### config.mk
export PLATFORM = sky130hd
export DESIGN_NAME = memmap_alias_dec
export DESIGN_NICKNAME = d
export VERILOG_FILES = /design/src/rtl/memmap_pkg.sv /design/src/rtl/memmap_window.sv /design/src/rtl/memmap_bank_swap.sv /design/src/rtl/memmap_route.sv /design/src/rtl/memmap_alias_dec.sv
export SDC_FILE = /design/constraint.sdc
export NUM_CORES = 1
export LEC_CHECK = 0
export ABC_AREA = 1
export BUFFER_PORTS_ARGS = -buffer_cell sky130_fd_sc_hd__buf_2
export CAP_MARGIN = 20
export CORE_UTILIZATION = 46
export DETAILED_ROUTE_END_ITERATION = 6
export GPL_ROUTABILITY_DRIVEN = 1
export PLACE_DENSITY = 0.83
export SYNTH_ARGS = -nofsm -noshare
export SYNTH_HDL_FRONTEND = slang
export SYNTH_SLANG_ARGS = --single-unit
### constraint.sdc
create_clock -name vclk -period 2.9
set_input_delay 0.725 -clock vclk [all_inputs]
set_output_delay 0.725 -clock vclk [all_outputs]
set_load 0.05 [all_outputs]
### src/rtl/memmap_pkg.sv
package memmap_pkg;

    typedef enum logic [2:0] {
        TGT_NONE  = 3'd0,
        TGT_PROG1 = 3'd1,
        TGT_PROG2 = 3'd2,
        TGT_SYS   = 3'd3,
        TGT_SRAM  = 3'd4,
        TGT_EEP1  = 3'd5,
        TGT_EEP2  = 3'd6
    } target_e;

    typedef enum logic [1:0] {
        MAP_MAIN = 2'b00,
        MAP_SYS  = 2'b01,
        MAP_RSVD = 2'b10,
        MAP_SRAM = 2'b11
    } map_mode_e;

    localparam logic [31:0] PROG_BASE = 32'h0800_0000;
    localparam logic [31:0] EEP_BASE  = 32'h0808_0000;
    localparam logic [31:0] SYS_BASE  = 32'h1FF0_0000;
    localparam logic [31:0] SRAM_BASE = 32'h2000_0000;
    localparam logic [31:0] ZEEP_BASE = 32'h0008_0000;

    // Window slots, decoded in parallel
    localparam int W_PROG_A  = 0;
    localparam int W_PROG_B  = 1;
    localparam int W_EEP_A   = 2;
    localparam int W_EEP_B   = 3;
    localparam int W_SYS     = 4;
    localparam int W_SRAM    = 5;
    localparam int W_ZPROG_A = 6;
    localparam int W_ZPROG_B = 7;
    localparam int W_ZEEP_A  = 8;
    localparam int W_ZEEP_B  = 9;
    localparam int W_ZSYS    = 10;
    localparam int W_ZSRAM   = 11;
    localparam int W_ZERO    = 12;
    localparam int NWIN      = 13;

    function automatic logic [31:0] win_base(int idx, int unsigned p, int unsigned e);
        case (idx)
            W_PROG_A:  return PROG_BASE;
            W_PROG_B:  return PROG_BASE + 32'(p);
            W_EEP_A:   return EEP_BASE;
            W_EEP_B:   return EEP_BASE + 32'(e);
            W_SYS:     return SYS_BASE;
            W_SRAM:    return SRAM_BASE;
            W_ZPROG_B: return 32'(p);
            W_ZEEP_A:  return ZEEP_BASE;
            W_ZEEP_B:  return ZEEP_BASE + 32'(e);
            default:   return 32'h0;
        endcase
    endfunction

    function automatic int unsigned win_size(int idx, int unsigned p, int unsigned e,
                                             int unsigned s, int unsigned r, int unsigned z);
        case (idx)
            W_PROG_A, W_PROG_B, W_ZPROG_A, W_ZPROG_B: return p;
            W_EEP_A, W_EEP_B, W_ZEEP_A, W_ZEEP_B:     return e;
            W_SYS, W_ZSYS:                            return s;
            W_SRAM, W_ZSRAM:                          return r;
            default:                                  return z;
        endcase
    endfunction

    function automatic int unsigned max4(int unsigned a, int unsigned b,
                                         int unsigned c, int unsigned d);
        int unsigned m;
        m = a;
        if (b > m) m = b;
        if (c > m) m = c;
        if (d > m) m = d;
        return m;
    endfunction

endpackage

### src/rtl/memmap_window.sv
module memmap_window #(
    parameter logic [31:0] BASE  = 32'h0,
    parameter int unsigned SIZE  = 1024,
    parameter int          OFS_W = 16
) (
    input  logic [31:0]      addr_i,
    output logic             hit_o,
    output logic [OFS_W-1:0] ofs_o
);
    localparam logic [32:0] LIMIT = {1'b0, BASE} + 33'(SIZE);

    logic [31:0] diff;

    always_comb begin
        diff  = addr_i - BASE;
        hit_o = ({1'b0, addr_i} >= {1'b0, BASE}) && ({1'b0, addr_i} < LIMIT);
        ofs_o = hit_o ? diff[OFS_W-1:0] : '0;
    end
endmodule

### src/rtl/memmap_bank_swap.sv
module memmap_bank_swap
    import memmap_pkg::*;
#(
    parameter bit HAS_SWAP = 1'b1
) (
    input  logic    swap_i,
    output target_e prog_a_o,
    output target_e prog_b_o,
    output target_e eep_a_o,
    output target_e eep_b_o
);
    logic swap_eff;

    generate
        if (HAS_SWAP) begin : g_swap
            assign swap_eff = swap_i;
        end else begin : g_noswap
            assign swap_eff = 1'b0;
        end
    endgenerate

    always_comb begin
        prog_a_o = swap_eff ? TGT_PROG2 : TGT_PROG1;
        prog_b_o = swap_eff ? TGT_PROG1 : TGT_PROG2;
        eep_a_o  = swap_eff ? TGT_EEP2  : TGT_EEP1;
        eep_b_o  = swap_eff ? TGT_EEP1  : TGT_EEP2;
    end
endmodule

### src/rtl/memmap_route.sv
module memmap_route
    import memmap_pkg::*;
#(
    parameter int OFS_W = 16
) (
    input  logic [NWIN-1:0]            hit_i,
    input  logic [NWIN-1:0][OFS_W-1:0] ofs_i,
    input  logic [1:0]                 mode_i,
    input  target_e                    prog_a_i,
    input  target_e                    prog_b_i,
    input  target_e                    eep_a_i,
    input  target_e                    eep_b_i,
    output target_e                    tgt_o,
    output logic [OFS_W-1:0]           ofs_o,
    output logic                       err_o
);
    always_comb begin
        tgt_o = TGT_NONE;
        ofs_o = '0;
        err_o = 1'b0;
        // Direct windows never overlap the low region
        if (hit_i[W_PROG_A]) begin
            tgt_o = prog_a_i; ofs_o = ofs_i[W_PROG_A];
        end else if (hit_i[W_PROG_B]) begin
            tgt_o = prog_b_i; ofs_o = ofs_i[W_PROG_B];
        end else if (hit_i[W_EEP_A]) begin
            tgt_o = eep_a_i;  ofs_o = ofs_i[W_EEP_A];
        end else if (hit_i[W_EEP_B]) begin
            tgt_o = eep_b_i;  ofs_o = ofs_i[W_EEP_B];
        end else if (hit_i[W_SYS]) begin
            tgt_o = TGT_SYS;  ofs_o = ofs_i[W_SYS];
        end else if (hit_i[W_SRAM]) begin
            tgt_o = TGT_SRAM; ofs_o = ofs_i[W_SRAM];
        end else if (hit_i[W_ZERO]) begin
            case (map_mode_e'(mode_i))
                MAP_MAIN: begin
                    if (hit_i[W_ZPROG_A]) begin
                        tgt_o = prog_a_i; ofs_o = ofs_i[W_ZPROG_A];
                    end else if (hit_i[W_ZPROG_B]) begin
                        tgt_o = prog_b_i; ofs_o = ofs_i[W_ZPROG_B];
                    end else if (hit_i[W_ZEEP_A]) begin
                        tgt_o = eep_a_i;  ofs_o = ofs_i[W_ZEEP_A];
                    end else if (hit_i[W_ZEEP_B]) begin
                        tgt_o = eep_b_i;  ofs_o = ofs_i[W_ZEEP_B];
                    end
                end
                MAP_SYS: begin
                    if (hit_i[W_ZSYS]) begin
                        tgt_o = TGT_SYS; ofs_o = ofs_i[W_ZSYS];
                    end
                end
                MAP_SRAM: begin
                    if (hit_i[W_ZSRAM]) begin
                        tgt_o = TGT_SRAM; ofs_o = ofs_i[W_ZSRAM];
                    end
                end
                default: err_o = 1'b1;
            endcase
        end
    end
endmodule

### src/rtl/memmap_alias_dec.sv
module memmap_alias_dec
    import memmap_pkg::*;
#(
    parameter int unsigned PROG_BYTES  = 65536,
    parameter int unsigned EEP_BYTES   = 3072,
    parameter int unsigned SYS_BYTES   = 8192,
    parameter int unsigned SRAM_BYTES  = 20480,
    parameter int unsigned ALIAS_BYTES = 32'h0010_0000,
    parameter bit          HAS_SWAP    = 1'b1,
    parameter int OFS_W = $clog2(max4(PROG_BYTES, EEP_BYTES, SYS_BYTES, SRAM_BYTES))
) (
    input  logic [31:0]      addr_i,
    input  logic [1:0]       map_mode_i,
    input  logic             bank_swap_i,
    output logic [2:0]       tgt_o,
    output logic [OFS_W-1:0] ofs_o,
    output logic             hit_o,
    output logic             map_err_o
);
    logic [NWIN-1:0]            win_hit;
    logic [NWIN-1:0][OFS_W-1:0] win_ofs;
    target_e prog_a, prog_b, eep_a, eep_b, tgt;

    generate
        for (genvar w = 0; w < NWIN; w++) begin : g_win
            memmap_window #(
                .BASE (win_base(w, PROG_BYTES, EEP_BYTES)),
                .SIZE (win_size(w, PROG_BYTES, EEP_BYTES, SYS_BYTES, SRAM_BYTES, ALIAS_BYTES)),
                .OFS_W(OFS_W)
            ) win_i (
                .addr_i(addr_i),
                .hit_o (win_hit[w]),
                .ofs_o (win_ofs[w])
            );
        end
    endgenerate

    memmap_bank_swap #(.HAS_SWAP(HAS_SWAP)) swap_i (
        .swap_i  (bank_swap_i),
        .prog_a_o(prog_a),
        .prog_b_o(prog_b),
        .eep_a_o (eep_a),
        .eep_b_o (eep_b)
    );

    memmap_route #(.OFS_W(OFS_W)) route_i (
        .hit_i   (win_hit),
        .ofs_i   (win_ofs),
        .mode_i  (map_mode_i),
        .prog_a_i(prog_a),
        .prog_b_i(prog_b),
        .eep_a_i (eep_a),
        .eep_b_i (eep_b),
        .tgt_o   (tgt),
        .ofs_o   (ofs_o),
        .err_o   (map_err_o)
    );

    assign tgt_o = tgt;
    assign hit_o = (tgt != TGT_NONE);
endmodule

==> results of run 1 <==
## cell families after synthesis
family / after synthesis
buffers and inverters: 44
AOI/OAI and AO/OA: 13
and+or+nand+nor: 131
adders and majority gates: 2
## cell usage after synthesis
cell | instances | area share
nand4_1 | 8 | 0.054
nor2_2 | 5 | 0.034
nor2_4 | 2 | 0.024
clkbuf_1 | 1 | 0.0041
nand2_1 | 49 | 0.20
nor3_1 | 4 | 0.022
o21bai_1 | 1 | 0.0082
nand4_4 | 1 | 0.023
inv_1 | 37 | 0.15
o2111ai_1 | 1 | 0.0095
nor3_4 | 1 | 0.018
ha_1 | 2 | 0.027
nor2_1 | 29 | 0.12
buf_6 | 1 | 0.012
nand4_2 | 2 | 0.027
inv_2 | 5 | 0.020
or2_2 | 1 | 0.0068
nand3_2 | 1 | 0.011
o211ai_1 | 2 | 0.016
nand3_1 | 23 | 0.13
nor4_1 | 2 | 0.014
o21ai_0 | 5 | 0.027
a21oi_1 | 3 | 0.016
nand2_2 | 3 | 0.020
o32ai_1 | 1 | 0.0095
## metrics by stage
stage	area [sq um]	TNS, ns	setup slack, ns	cells	util
after floorplan	1040	-2.32	-0.427	190	-
after global placement	1610	-6.00	-0.399	307	0.893
after detailed placement	1610	-8.16	-0.519	307	0.893
==> metrics, run 1 <==
Rows=15; compound-gate portion of the synthesized area=0.0871; status=aborted with a tool error; Post-Syn Area=920 sq um; die height=46.7 um; DPL Wire Length=2980 um; Post-Syn Nets=227; Starting Density=0.510; largest family of logic cells by synthesized area=simple AND/OR/NAND/NOR gates; RePlAce Congestion=slightly below 0.9; post-CTS setup buffer count=15; area share of fa/ha/maj cells after synthesis=0.0272; mux contribution to synthesized area=0; Netlist cell types=25; Avg Cell Area, Syn=about 4.8 sq um; PortBufs=56; hold-fix buffers at CTS=0; XOR/XNOR Fraction of Synth Area=0; simple-gate share of the synthesized area=0.698; Syn Inst Count=190; Synth warnings=0; Resized cells post-CTS=93; io pins=56; Die W=46.7 um; sequential area share after synthesis=0; Exit stage=4_1_cts; Run Error=[ERROR DPL-0038] Utilization greater than 100%, impossible to legalize
==> run 2: changes to the inputs <==
--- a/config.mk
+++ b/config.mk
@@ -8,10 +8,11 @@
 export ABC_AREA = 1
 export BUFFER_PORTS_ARGS = -buffer_cell sky130_fd_sc_hd__buf_2
 export CAP_MARGIN = 20
-export CORE_UTILIZATION = 46
+export CORE_AREA = 2 2 63 65
 export DETAILED_ROUTE_END_ITERATION = 6
+export DIE_AREA = 0 0 65 67
 export GPL_ROUTABILITY_DRIVEN = 1
-export PLACE_DENSITY = 0.83
+export PLACE_DENSITY_LB_ADDON = 0.15
 export SYNTH_ARGS = -nofsm -noshare
 export SYNTH_HDL_FRONTEND = slang
 export SYNTH_SLANG_ARGS = --single-unit
==> metrics, run 2 <==
status=finished with violations; failing checks=setup timing; initial antenna violation count=0; Psw=68.3 uW; Req. time, crit path=~2.2 ns; first-pass GRT wire length=6380 um; post-layout min period=3.20 ns; # fillers=329; largest net degree at the start of global routing=9; Hold Path Depth=4; worst setup slack after layout=-0.297 ns; final setup violation count=19; # diodes=0; Clock Power Share=0; worst setup path category=in2out; post-synth top area share=0.200; simple-gate share of the synthesized area=0.698; WL final=4140 um; Die W=65 um; fin. max-slew vios=0; XOR/XNOR Fraction of Synth Area=0; Post-Syn Nets=227; Placed Area=approximately 1700 sq um; RSZ-0062 raised after global routing=yes; Critical Path Max Stage Delay=0.18 ns; routed via count=1,589; DPL Wire Length=2890 um; WP buf/inv=3; drt drc=0; largest family of logic cells by synthesized area=simple AND/OR/NAND/NOR gates; Critical Path AT=2.47 ns; CORE AREA=approximately 3600 sq um; Crit path top cell by count=nand2_1; Top Family by Delay on Critical Path=simple AND/OR/NAND/NOR gates; Detailed Routing Iterations Pass 1=4; die height=67 um; Routed WL per cell=11.9 um; area leader, netlist=nand2_1; Post-DRT Antenna Nets=0; critical path fanouts, max=6; switching share of power=0.517; io pins=56; grt ovf=0; hold-fix buffers at CTS=0; gr usage total=0.180; Slew headroom=0.745; WHS=~1.8 ns; Nets=340; design area=approximately 2200 sq um; share of post-route cells with drive strength above 1=0.621; num sequential=0; top achievable clock speed=between 300 and 400 MHz; Peak VDD IR=~0.000038 V; area grow syn2layout=142%; Leak=~0.0012 uW; mux contribution to synthesized area=0; worst hold path class=in2out; Syn Inst Count=190; share of power burned in registers=0; most frequent cells in the layout=52 x buf_4, 35 x nand2_1, 33 x inv_1, 30 x buf_6, 27 x buf_2; PD cells=59.4 nW/um^2; compound-gate portion of the synthesized area=0.0871; Logic pwr share=1.000; Synth warnings=0; Rows=22; sequential area share after synthesis=0; area share of fa/ha/maj cells after synthesis=0.0272; Least-Margin Pin Slew=0.381 ns; Int Pwr=63.8 uW; final hold violations=0; Post-Syn Area=920 sq um; vias in the first global route=1,516; most frequent cell after synthesis=nand2_1; Avg Cell Area, Syn=4.84 sq um; Synth top cells by count=49 x nand2_1, 37 x inv_1, 29 x nor2_1; Clock Buffer Count=0; most common cell after layout, fill and taps aside=buf_4; CP endpoint kind=output port; die area=4360 sq um; startpoint types=input pin; maxcap violations=0; DR iter-0 viols=49; CP max-delay cell=nor2_4; fin crit share=1.10; Starting Density=0.255; hold path startpoint=addr_i[2]; leading post-synthesis cells by cell area=nand2_1 20%, inv_1 15%, nand3_1 13%; Hold EP=ofs_o[2]; CP Cell Sequence=buf_6, nor2_4, nand2_4, nor2_4, inv_2, nor2_4, nand3_4, nand3_2, nand3_2, nand3_1, nand2_1, nand2_1, nand2_1, nand2_1, nand2_2, a21oi_4, buf_6; Seq. cell area=0 sq um; PortBufs=56; RePlAce Congestion=approximately 0.84; Netlist cell types=25; Vias/cell=roughly 4.6
==> run 2: what timing repair did <==
item | 4_1_cts | 5_1_grt
setup endpoints to repair | 20 | 21
buffers inserted | 14 | 2
cloned | 1 | 0
pin swaps | 32 | 12
gates resized for setup | 87 | 26
==> run 2: final cells by class <==
cell class                      count  area [sq um]  share of cell area
Inverter                           42           166              0.0749
Multi-Input combinational cell    147          1090               0.489
Tap cell                           48          60.1              0.0270
Timing Repair Buffer              112           908               0.409
==> run 2: metrics by stage <==
stage	setup TNS [ns]	setup WS [ns]	total power, uW	utilization	cells
after floorplan	-2.32	-0.427	43.0	-	190
after global placement	-6.05	-0.400	106	0.460	333
after detailed placement	-6.38	-0.425	106	0.460	333
after CTS	-3.51	-0.268	123	0.587	348
after global routing	-6.65	-0.449	144	0.616	349
final	-4.03	-0.297	132	0.616	349
==> run 2: power by group through the flow <==
stage                     registers (uW)  logic [uW]  clock network (uW)
after detailed placement               0         106                   0
after CTS                              0         123                   0
after global routing                   0         144                   0
final                                  0         132                   0
after global placement                 0         106                   0
after floorplan                        0        43.0                   0
==> run 2: per-layer routing <==
metal / up-vias / wire [um] / global-route usage / share of wire
met1: 722 / 1810 / 0.227 / 0.44
li1: 831 / - / - / -
met2: 34 / 2170 / 0.351 / 0.52
met5: - / 0 / 0 / 0
met4: 0 / 34 / 0.0133 / 0.0082
met3: 2 / 121 / 0.00338 / 0.029
==> run 2: how the worst max path moves through the flow <==
stage                from   endpoint  slack (ns)  cells past startpoint
5_1_grt        addr_i[30]   tgt_o[1]       -0.45                     17
2_1_floorplan  addr_i[30]  map_err_o       -0.43                      5
3_5_place_dp   addr_i[20]   ofs_o[1]       -0.42                     15
3_3_place_gp   addr_i[16]   ofs_o[1]       -0.40                     15
6_report       addr_i[30]   tgt_o[1]       -0.30                     17
4_1_cts        addr_i[24]  ofs_o[12]       -0.27                     14
==> run 2: cell families (layout without fill, tap and decap cells) <==
group                    count (synthesis)  in the layout
adder cells (fa/ha/maj)                  2              2
AO/OA/AOI/OAI                           13             13
AND/OR/NAND/NOR                        131            132
buffers and inverters                   44            154
Note: power is estimated with default switching activity, not from simulation.
